==> config.mk <==
export PLATFORM = sky130hd
export DESIGN_NAME = divtmr_top
export DESIGN_NICKNAME = d
export VERILOG_FILES = /design/src/rtl/divtmr_pkg.sv /design/src/rtl/divtmr_regs.sv /design/src/rtl/divtmr_prescale.sv /design/src/rtl/divtmr_count.sv /design/src/rtl/divtmr_top.sv
export SDC_FILE = /design/constraint.sdc
export NUM_CORES = 1
export LEC_CHECK = 0
export BUFFER_PORTS_ARGS = -buffer_cell sky130_fd_sc_hd__buf_2
export CORE_UTILIZATION = 45
export DETAILED_ROUTE_END_ITERATION = 10
export GPL_TIMING_DRIVEN = 0
export PLACE_DENSITY = 0.7
export REMOVE_ABC_BUFFERS = 1
export SYNTH_ARGS = -nofsm -noshare
export SYNTH_HDL_FRONTEND = slang
export SYNTH_HIERARCHICAL = 1
export SYNTH_SLANG_ARGS = --single-unit
==> constraint.sdc <==
create_clock -name clk -period 7.56 [get_ports clk]
set_input_delay 0.378 -clock clk [delete_from_list [all_inputs] [get_ports clk]]
set_output_delay 0.378 -clock clk [all_outputs]
set_load 0.03 [all_outputs]
==> src/rtl/divtmr_pkg.sv <==
package divtmr_pkg;
  typedef enum logic [1:0] {
    SEL_DIV  = 2'd0,
    SEL_INIT = 2'd1,
    SEL_CTL  = 2'd2,
    SEL_NONE = 2'd3
  } sel_e;

  localparam int CTL_MASK_BIT = 16;
  localparam int CTL_PER_BIT  = 17;
  localparam int SHIFT_W      = 3;
endpackage

==> src/rtl/divtmr_regs.sv <==
module divtmr_regs import divtmr_pkg::*; #(
  parameter int CNT_W = 32,
  parameter int VEC_W = 8
) (
  input  logic               clk,
  input  logic               rst,
  input  logic               wr_en,
  input  logic [1:0]         wr_sel,
  input  logic [CNT_W-1:0]   wr_data,
  output logic               load,
  output logic [CNT_W-1:0]   init_val,
  output logic [SHIFT_W-1:0] shift,
  output logic               periodic,
  output logic               masked,
  output logic [VEC_W-1:0]   vector
);
  logic [3:0]         div_cfg;
  logic [SHIFT_W-1:0] code;

  assign load  = wr_en && (wr_sel == SEL_INIT);
  assign code  = {div_cfg[3], div_cfg[1:0]};
  assign shift = code + 3'd1;

  always_ff @(posedge clk) begin
    if (rst) begin
      div_cfg  <= '0;
      init_val <= '0;
      periodic <= 1'b0;
      masked   <= 1'b0;
      vector   <= '0;
    end else if (wr_en) begin
      case (wr_sel)
        SEL_DIV:  div_cfg  <= wr_data[3:0] & 4'hB;
        SEL_INIT: init_val <= wr_data;
        SEL_CTL: begin
          vector   <= wr_data[VEC_W-1:0];
          masked   <= wr_data[CTL_MASK_BIT];
          periodic <= wr_data[CTL_PER_BIT];
        end
        default: ;
      endcase
    end
  end
endmodule

==> src/rtl/divtmr_prescale.sv <==
module divtmr_prescale import divtmr_pkg::*; #(
  parameter int PRE_W = 7
) (
  input  logic               clk,
  input  logic               rst,
  input  logic               tick_en,
  input  logic               clear,
  input  logic [SHIFT_W-1:0] shift,
  output logic               dtick
);
  logic [PRE_W-1:0] pre_cnt;
  logic [PRE_W-1:0] pmask;

  assign pmask = (PRE_W'(1) << shift) - PRE_W'(1);
  assign dtick = tick_en && !clear && ((pre_cnt & pmask) == pmask);

  always_ff @(posedge clk) begin
    if (rst || clear) pre_cnt <= '0;
    else if (tick_en) pre_cnt <= pre_cnt + PRE_W'(1);
  end
endmodule

==> src/rtl/divtmr_count.sv <==
module divtmr_count #(
  parameter int CNT_W = 32,
  parameter int VEC_W = 8
) (
  input  logic             clk,
  input  logic             rst,
  input  logic             load,
  input  logic [CNT_W-1:0] load_val,
  input  logic             dtick,
  input  logic             periodic,
  input  logic             masked,
  input  logic [CNT_W-1:0] init_val,
  input  logic [VEC_W-1:0] vector,
  output logic [CNT_W-1:0] count,
  output logic             irq_valid,
  output logic [VEC_W-1:0] irq_vector
);
  logic armed;
  assign armed = (init_val != '0);

  always_ff @(posedge clk) begin
    if (rst) begin
      count      <= '0;
      irq_valid  <= 1'b0;
      irq_vector <= '0;
    end else begin
      irq_valid <= 1'b0;
      if (load) begin
        count <= load_val;
      end else if (dtick && armed) begin
        if (count != '0) begin
          count <= count - CNT_W'(1);
          if (count == CNT_W'(1) && !masked) begin
            irq_valid  <= 1'b1;
            irq_vector <= vector;
          end
        end else if (periodic) begin
          count <= init_val;
        end
      end
    end
  end
endmodule

==> src/rtl/divtmr_top.sv <==
module divtmr_top import divtmr_pkg::*; #(
  parameter int CNT_W = 32,
  parameter int VEC_W = 8,
  parameter int PRE_W = 7
) (
  input  logic             clk,
  input  logic             rst,
  input  logic             tick_en,
  input  logic             wr_en,
  input  logic [1:0]       wr_sel,
  input  logic [CNT_W-1:0] wr_data,
  output logic [CNT_W-1:0] cur_count,
  output logic             irq_valid,
  output logic [VEC_W-1:0] irq_vector
);
  logic               load;
  logic [CNT_W-1:0]   init_val;
  logic [SHIFT_W-1:0] shift;
  logic               ctl_periodic;
  logic               ctl_mask;
  logic [VEC_W-1:0]   ctl_vector;
  logic               dtick;

  divtmr_regs #(.CNT_W(CNT_W), .VEC_W(VEC_W)) u_regs (
    .clk(clk), .rst(rst), .wr_en(wr_en), .wr_sel(wr_sel), .wr_data(wr_data),
    .load(load), .init_val(init_val), .shift(shift),
    .periodic(ctl_periodic), .masked(ctl_mask), .vector(ctl_vector)
  );

  divtmr_prescale #(.PRE_W(PRE_W)) u_pre (
    .clk(clk), .rst(rst), .tick_en(tick_en), .clear(load),
    .shift(shift), .dtick(dtick)
  );

  divtmr_count #(.CNT_W(CNT_W), .VEC_W(VEC_W)) u_cnt (
    .clk(clk), .rst(rst), .load(load), .load_val(wr_data), .dtick(dtick),
    .periodic(ctl_periodic), .masked(ctl_mask), .init_val(init_val),
    .vector(ctl_vector), .count(cur_count), .irq_valid(irq_valid),
    .irq_vector(irq_vector)
  );
endmodule

==> impl_metrics.ini, run 1 <==
[worst_setup_path]
critPathKind = flip-flop to flip-flop
arrival_ps = 3650
cp.required_ps = 7810
max_stage_delay_ps = 660
crit_path_end_kind = flip-flop
path_cells = ha_1, xor2_1, inv_1, o21ai_0, a21o_1, a221oi_1, o21ai_1, a21oi_2, buf_8, o2111ai_1, a311oi_1
cpLargestDelayFamily = compound AO/OA/AOI/OAI gates
startpoint_type = flip-flop
critical_path.slowest_cell = a21oi_2
crit_fanout = 14
path_buf_inv = 2

[yosys]
ys_seq_area_frac = 0.364
synth_edf_count = 0
synth.avg_cell_area_um2 = 8.73
synthDistinctLibCells = 64
yosys_register_bits = 93
async_flop_share = 0
netlist_area_mm2 = 0.00512
synthCells = 586
yosys_warnings = 6
synth_flop_cell = dfxtp_1

[place]
hpwlAfterDp_mm = 9.39
dpl_cell_area_mm2 = 0.00558
port-buffer-count = 78
gp_congestion = 0.856

[floorplanning]
initial_core_util = 0.468
num_rows = 38
die_h_um = 109
die_area_mm2 = 0.0118
io_pins = 79
design.core.area_mm2 = 0.0109
die_x_um = 109

[clock_network]
cts_hold_buf = 0
clock_latency_ps = 350
cts_sinks = 93
ctsResizeCount = 0
cts-root-buf = clkbuf_16
clk_pin_slew_ps = 70
post_cts_buffers = 0
cts_made_buffers = 9
cts_max_path_buffers = 2
cts_max_level = 3
cts_tree = done

[final_layout]
synthToLayoutAreaGrowth_pct = 15.1
fin_area_mm2 = 0.00589
diodes = 0
layout_common_cells = dfxtp_1 (93), nand2b_1 (79), buf_2 (77)
drive_above_1_share = 0.182
nets = 686
fin_util = 0.538
final_common_cell = dfxtp_1

[global_routing]
grt_pass1_vias = 4471
grt_overflow_total = 0
grt_start_max_net_pins = 110
track_usage = 0.246
grt_pass1_wl_mm = 22.6
antenna_found_initial = 0

[detailed_routing]
wl_per_cell_um = 17.7
via_per_inst = 5.93
ant_nets = 0
drt_pass1_iterations = 5
drtIter0Drc = 443
vias = 4678
drc = 0
wirelength_mm = 14.0

[sta]
rsz0062_at_grt = no
fmax_ghz = 0.294
slew_violations = 0
tightest_slew_ps = 1270
skew_ps = 9.28
setup_tns_ps = 0
min_period_ps = 3400
period_share = 0.450
maxSlewHeadroom = 0.150
finalSetupViolCount = 0
hold_violations = 0

[outcome]
status = completed

[power]
leakage_nw = 2.36
power.density_mw_per_mm2 = 224
irDropWorstVdd_mv = 0.130

[run]
maxCapViolations = 0

[min_path]
hold_path_class = primary input to flip-flop
## Yosys cell counts (all sizes together), types with 3 or more instances
library cell	count	area, um2
nor3	14	80.1
a311oi	6	58.8
ha	4	50.1
o31ai	7	52.6
inv	19	71.3
dfxtp	93	1860
o211ai	4	30.0
nand3	11	55.1
a2bb2oi	3	26.3
or2	4	25.0
nand2b	80	508
nand4	7	50.1
mux2i	58	581
nor4	20	153
a31oi	6	37.5
o31a	3	26.3
nand2	22	82.6
o32ai	3	26.3
a211oi	3	22.5
o21bai	6	45.0
xor2	6	52.6
a32o	6	60.1
nor2	48	180
a21o	5	37.5
buf	14	104
or3	11	73.8
clkbuf	20	75.1
and3	6	37.5
a21oi	23	115
o21ai	35	186
or4	5	37.5
a221oi	5	56.3
nand3b	4	30.0
## through the flow
| step | setup slack, ps | total power (W) | hold WS, ps | std cells |
|---|---|---|---|---|
| floorplan | 3800 | 0.000753 | 444 | 552 |
| global placement | 1940 | 0.000842 | 464 | 770 |
| detailed placement | 4200 | 0.000853 | 471 | 773 |
| CTS | 4230 | 0.00132 | 239 | 789 |
| global route | 3970 | 0.00138 | 260 | 789 |
| finish | 4160 | 0.00132 | 253 | 789 |
## worst min-delay path: stages
cell and delay [ps]:
buf_2 90, nand2_1 50, o31ai_1 50
## sequential cells by signal, indices dropped and copies added, names as in the netlist
signal            flops
u_regs/div_cfg        3
u_pre/pre_cnt         7
u_regs/masked         1
u_regs/vector         8
u_cnt/count          32
u_cnt/irq_valid       1
u_cnt/irq_vector      8
u_regs/periodic       1
u_regs/init_val      32
## path summary, 6_finish.rpt
kind | slack [ps] | from | to | cells past startpoint
min reg2reg | 480 | u_regs/vector[4]$_SDFFE_PP0P_ | u_regs/vector[4]$_SDFFE_PP0P_ | 2
min | 250 | wr_data[13] | u_cnt/count[13]$_SDFFE_PP0P_ | 3
max | 4160 | u_regs/div_cfg[0]$_SDFFE_PP0P_ | u_cnt/count[2]$_SDFFE_PP0P_ | 11
max reg2reg | 4160 | u_regs/div_cfg[0]$_SDFFE_PP0P_ | u_cnt/count[2]$_SDFFE_PP0P_ | 11
## per-layer routing
metal / global-route usage / up-vias / routed length (um)
met3: 0.0442 / 17 / 1030
met4: 0.0656 / 0 / 159
met5: 0 / - / 0
met1: 0.324 / 2214 / 6150
li1: - / 2252 / -
met2: 0.412 / 195 / 6640
## cells by family after synthesis
logic type / count (synthesis) / share of synthesized area
DFF: 93 / 0.364
xor gates and xnor gates: 7 / 0.0120
buffers and inverters: 53 / 0.0489
and+or+nand+nor: 243 / 0.277
adders and majority gates: 4 / 0.00978
AOI/OAI and AO/OA: 128 / 0.175
muxes: 58 / 0.113
## power breakdown
group          switching (W)  total (W)  leakage [nW]  internal [W]
Sequential         0.0000266   0.000538         0.756      0.000511
Clock               0.000201   0.000470         0.153      0.000268
Combinational       0.000203   0.000312          1.45      0.000109
## final cells by class
class	instances	area, um2
inverter	19	71.3
clock buffer	10	239
multi-input combinational	440	3010
fill	1026	5050
clock inverter	6	70.1
sequential	93	1860
timing repair buffer	81	455
tap	140	175
No activity file was read; power rests on OpenSTA's default activity.
==> inputs of run 2 (changes only) <==
--- a/config.mk
+++ b/config.mk
@@ -9,7 +9,7 @@
 export CORE_UTILIZATION = 45
 export DETAILED_ROUTE_END_ITERATION = 10
 export GPL_TIMING_DRIVEN = 0
-export PLACE_DENSITY = 0.7
+export PLACE_DENSITY = 0.72
 export REMOVE_ABC_BUFFERS = 1
 export SYNTH_ARGS = -nofsm -noshare
 export SYNTH_HDL_FRONTEND = slang
==> constraint.sdc (replaced) <==
create_clock -name clk -period 2.96 [get_ports clk]
set_input_delay 0.148 -clock clk [delete_from_list [all_inputs] [get_ports clk]]
set_output_delay 0.148 -clock clk [all_outputs]
set_load 0.03 [all_outputs]
==> impl_metrics.ini, run 2 (synthesis gave the netlist of run 1 again) <==
[floorplanning]
die_area_mm2 = 0.0118
die_x_um = 109
initial_core_util = 0.468
die_h_um = 109
io_pins = 79
num_rows = 38
design.core.area_mm2 = 0.0109

[place]
hpwlAfterDp_mm = 9.52
dpl_cell_area_mm2 = 0.00555
gp_congestion = 0.867
pre_cts_slack_ps = -399
port-buffer-count = 78

[clock_network]
cts_max_path_buffers = 2
clock_latency_ps = 350
clk_pin_slew_ps = 60
cts-root-buf = clkbuf_16
cts_tree = done
cts_max_level = 3
cts_sinks = 93
cts_made_buffers = 9

[min_path]
hold_depth = 3
hold_path_class = primary input to flip-flop
hold_path_end = u_cnt/count[13]$_SDFFE_PP0P_
hp-start = wr_data[13]

[worst_setup_path]
crit_path_end_kind = flip-flop
reg2reg_from = u_cnt/count[8]$_SDFFE_PP0P_
arrival_ps = 3030
ff2ff_path_depth = 6
startpoint_type = flip-flop
cp.required_ps = 3190
critPathKind = flip-flop to flip-flop
crit_fanout = 8
r2r_slack_ps = 160
r2r_end = u_cnt/count[21]$_SDFFE_PP0P_

[sta]
layout_setup_ws_ps = 160
skew_ps = 8.02
fmax_ghz = 0.357
slew_violations = 0
finalSetupViolCount = 0
setup_tns_ps = 0
period_share = 0.946
hold_violations = 0
min_period_ps = 2800
rsz0062_at_grt = no
tightest_slew_ps = 1000
maxSlewHeadroom = 0.330

[final_layout]
synthToLayoutAreaGrowth_pct = 18.1
drive_above_1_share = 0.198
diodes = 0
seqCellArea_mm2 = 0.00186
layout_common_cells = dfxtp_1 (93), nand2b_1 (79), buf_2 (77)
nets = 691
fill_cells = 982
multi_input_area_mm2 = 0.00311
final_common_cell = dfxtp_1
fin_area_mm2 = 0.00604
reg.largest.list = u_cnt/count: 32 flops, u_regs/init_val: 32 flops

[detailed_routing]
drtIter0Drc = 380
wirelength_mm = 14.6
ant_nets = 0
vias = 4746
via_per_inst = 5.98
wl_per_cell_um = 18.4
drt_pass1_iterations = 5
drc = 0

[global_routing]
busiest_layer = met2
grtUsageMet2 = 0.428
track_usage = 0.252
grt_overflow_total = 0
grt_pass1_vias = 4516
grt_pass1_wl_mm = 22.8
grt_start_max_net_pins = 110
met1_usage = 0.317
antenna_found_initial = 0
met3_usage = 0.0490

[power]
leakage_nw = 2.41
irDropWorstVdd_mv = 0.414
power.density_mw_per_mm2 = 585
power.total_w = 0.00353

[outcome]
status = completed

[run]
maxCapViolations = 0
[run 2: changes by cell type in the layout (fill, tap and decap cells not counted), sizes merged]
cell and delta:
buf +4, inv -2, clkbuf +1, clkinvlp +1, clkinv -3, bufinv +2, o21ai +1
[run 2: stage by stage]
stage	util	hold WS, ps	instances
after floorplan	-	214	552
after global placement	0.503	369	770
after detailed placement	0.507	380	772
after CTS	0.543	21.5	789
after global routing	0.552	25.8	793
final	0.552	26.2	793
[run 2: how the worst max path moves through the flow]
stage,startpoint,to,slack (ps),cells past startpoint
2_1_floorplan,wr_sel[1],u_cnt/count[22]$_SDFFE_PP0P_,-570,6
3_3_place_gp,wr_sel[1],u_cnt/count[22]$_SDFFE_PP0P_,-2430,7
3_5_place_dp,wr_en,u_cnt/count[0]$_SDFFE_PP0P_,-400,9
4_1_cts,u_cnt/count[0]$_SDFFE_PP0P_,u_cnt/count[15]$_SDFFE_PP0P_,6,8
5_1_grt,u_regs/div_cfg[0]$_SDFFE_PP0P_,u_cnt/count[4]$_SDFFE_PP0P_,20,10
6_report,u_cnt/count[8]$_SDFFE_PP0P_,u_cnt/count[21]$_SDFFE_PP0P_,160,6
[run 2: metal layers]
layer  wire (um)  vias up
met5           0        -
met4         310        0
met3         917       30
met2        7050      208
met1        6350     2248
li1            -     2260
[run 2: layout make-up]
| cell class | instances | area share |
|---|---|---|
| clock buffers | 11 | 0.0385 |
| clock inverters | 4 | 0.0162 |
| inverters | 19 | 0.0118 |
| multi-input cells | 441 | 0.515 |
| flip-flops and latches | 93 | 0.308 |
| well taps | 140 | 0.0290 |
| repair buffers | 85 | 0.0812 |
[run 2: report_power, final]
group | total [W] | switching, W | internal (W)
clock network | 0.00130 | 0.000479 | 0.000822
registers | 0.00138 | 0.0000713 | 0.00131
logic | 0.000854 | 0.000559 | 0.000295
[run 2: worst max-delay path, stage by stage (launching register included)]
cell,delay [ps]
dfxtp_1,380
or4_1,670
nand2b_4,250
nor4_1,760
and3_1,240
o21ai_0,110
a32o_1,270
[run 2: timing repair]
action / 4_1_cts / 5_1_grt
setup buffers: 1 / 4
resized for setup: 7 / 9
cloned: 1 / 0
hold buffers: 0 / 0
endpoints found under the setup margin: 35 / 29
pin swaps: 2 / 1
==> inputs of run 3 (changes only) <==
--- a/config.mk
+++ b/config.mk
@@ -6,10 +6,12 @@
 export NUM_CORES = 1
 export LEC_CHECK = 0
 export BUFFER_PORTS_ARGS = -buffer_cell sky130_fd_sc_hd__buf_2
-export CORE_UTILIZATION = 45
+export CORE_MARGIN = 2
+export CORE_UTILIZATION = 40
+export CTS_CLUSTER_SIZE = 14
 export DETAILED_ROUTE_END_ITERATION = 10
 export GPL_TIMING_DRIVEN = 0
-export PLACE_DENSITY = 0.72
+export PLACE_DENSITY = 0.66
 export REMOVE_ABC_BUFFERS = 1
 export SYNTH_ARGS = -nofsm -noshare
 export SYNTH_HDL_FRONTEND = slang
==> impl_metrics.ini, run 3 (synthesis gave the netlist of run 1 again) <==
[outcome]
status = completed

[clock_network]
cts_tree = done
clk_pin_slew_ps = 60
cts_max_path_buffers = 2
cts_max_level = 3
cts-root-buf = clkbuf_16
clock_latency_ps = 350
cts_made_buffers = 9
cts_sinks = 93

[global_routing]
grt_overflow_total = 0
antenna_found_initial = 0
grt_pass1_vias = 4538
track_usage = 0.218
grt_start_max_net_pins = 110
grt_pass1_wl_mm = 23.1

[worst_setup_path]
arrival_ps = 3160
critPathKind = flip-flop to flip-flop
crit_fanout = 14
r2r_slack_ps = 50
crit_path_end_kind = flip-flop
startpoint_type = flip-flop
cp.required_ps = 3210

[floorplanning]
initial_core_util = 0.407
num_rows = 41
die_x_um = 117
die_area_mm2 = 0.0137
die_h_um = 117
io_pins = 79
design.core.area_mm2 = 0.0126

[sta]
fmax_ghz = 0.344
skew_ps = 4.73
maxSlewHeadroom = 0.0883
slew_violations = 0
setup_tns_ps = 0
tightest_slew_ps = 1360
finalSetupViolCount = 0
hold_violations = 0
period_share = 0.984
min_period_ps = 2910

[power]
p_int_w = 0.00232
clock_power_share = 0.348
switching_share = 0.323
power.density_mw_per_mm2 = 567
irDropWorstVdd_mv = 0.344
seq_power_share = 0.403
leakage_nw = 2.40
power.switching_w = 0.00111
power.total_w = 0.00342
combinationalPowerShare = 0.250

[final_layout]
synthToLayoutAreaGrowth_pct = 18.0
reg.largest.list = u_cnt/count: 32 flops, u_regs/init_val: 32 flops
final_common_cell = dfxtp_1
fin_area_mm2 = 0.00604
fill_cells = 1195
nets = 691
diodes = 0
layout_common_cells = dfxtp_1 (93), nand2b_1 (79), buf_2 (77)
drive_above_1_share = 0.196

[run]
maxCapViolations = 0

[detailed_routing]
wirelength_mm = 14.9
drtIter0Drc = 405
ant_nets = 0
wl_per_cell_um = 18.1
drt_pass1_iterations = 7
drc = 0
vias = 4783
via_per_inst = 5.80

[place]
dpl_cell_area_mm2 = 0.00559
port-buffer-count = 78
hpwlAfterDp_mm = 9.82
gp_congestion = 0.861

[min_path]
hold_path_class = primary input to flip-flop
==> run 3: final timing paths <==
kind | startpoint | to | cells past startpoint
setup / recovery | u_cnt/count[4]$_SDFFE_PP0P_ | u_cnt/count[4]$_SDFFE_PP0P_ | 6
setup reg to reg | u_cnt/count[4]$_SDFFE_PP0P_ | u_cnt/count[4]$_SDFFE_PP0P_ | 6
hold reg to reg | u_regs/vector[2]$_SDFFE_PP0P_ | u_regs/vector[2]$_SDFFE_PP0P_ | 2
hold / removal | wr_data[13] | u_cnt/count[13]$_SDFFE_PP0P_ | 3
==> run 3: per-layer routing <==
layer / GRT usage / share of wire / vias to the layer above
li1: - / - / 2263
met1: 0.286 / 0.43 / 2270
met2: 0.357 / 0.47 / 222
met3: 0.0520 / 0.081 / 28
met4: 0.0690 / 0.015 / 0
met5: 0 / 0 / -
==> run 3: what timing repair did <==
item / CTS / global route
setup endpoints to repair: 35 / 21
setup buffers: 1 / 4
gates resized for setup: 6 / 8
pin swaps: 2 / 1
hold buffers: 0 / 0
gates cloned: 1 / 0
==> run 3: area by class of cell <==
type                            instances  area, um2  share of cell area
Clock buffer                           13        270              0.0448
Clock inverter                          1       30.0             0.00497
Inverter                               19       71.3              0.0118
Multi-Input combinational cell        441       3100               0.513
Sequential cell                        93       1860               0.308
Tap cell                              172        215              0.0356
Timing Repair Buffer                   85        490              0.0812
==> run 3: critical path: stages (launching register included) <==
cell and delay, ps:
dfxtp_1 380, nor4_1 670, nand2b_1 400, or3_4 550, o21ai_4 430, o21ai_1 100, a311oi_1 280
==> run 3: stage by stage <==
step | hold slack [ps] | worst slack, ps | util | cells
6_report | 21.2 | 48.8 | 0.480 | 824
5_1_grt | 17.1 | -17.1 | 0.480 | 824
4_1_cts | 12.1 | 39.1 | 0.473 | 820
3_5_place_dp | 381 | -341 | 0.445 | 804
3_3_place_gp | 373 | -2460 | 0.441 | 802
2_1_floorplan | 214 | -567 | - | 552
==> run 3: power by group through the flow <==
| stage | clock network (W) | registers, W | logic (W) |
|---|---|---|---|
| 2_1_floorplan | 0 | 0.00144 | 0.000480 |
| 3_3_place_gp | 0 | 0.00140 | 0.000757 |
| 3_5_place_dp | 0 | 0.00140 | 0.000777 |
| 4_1_cts | 0.00122 | 0.00138 | 0.000795 |
| 5_1_grt | 0.00126 | 0.00139 | 0.000912 |
| 6_report | 0.00119 | 0.00138 | 0.000854 |
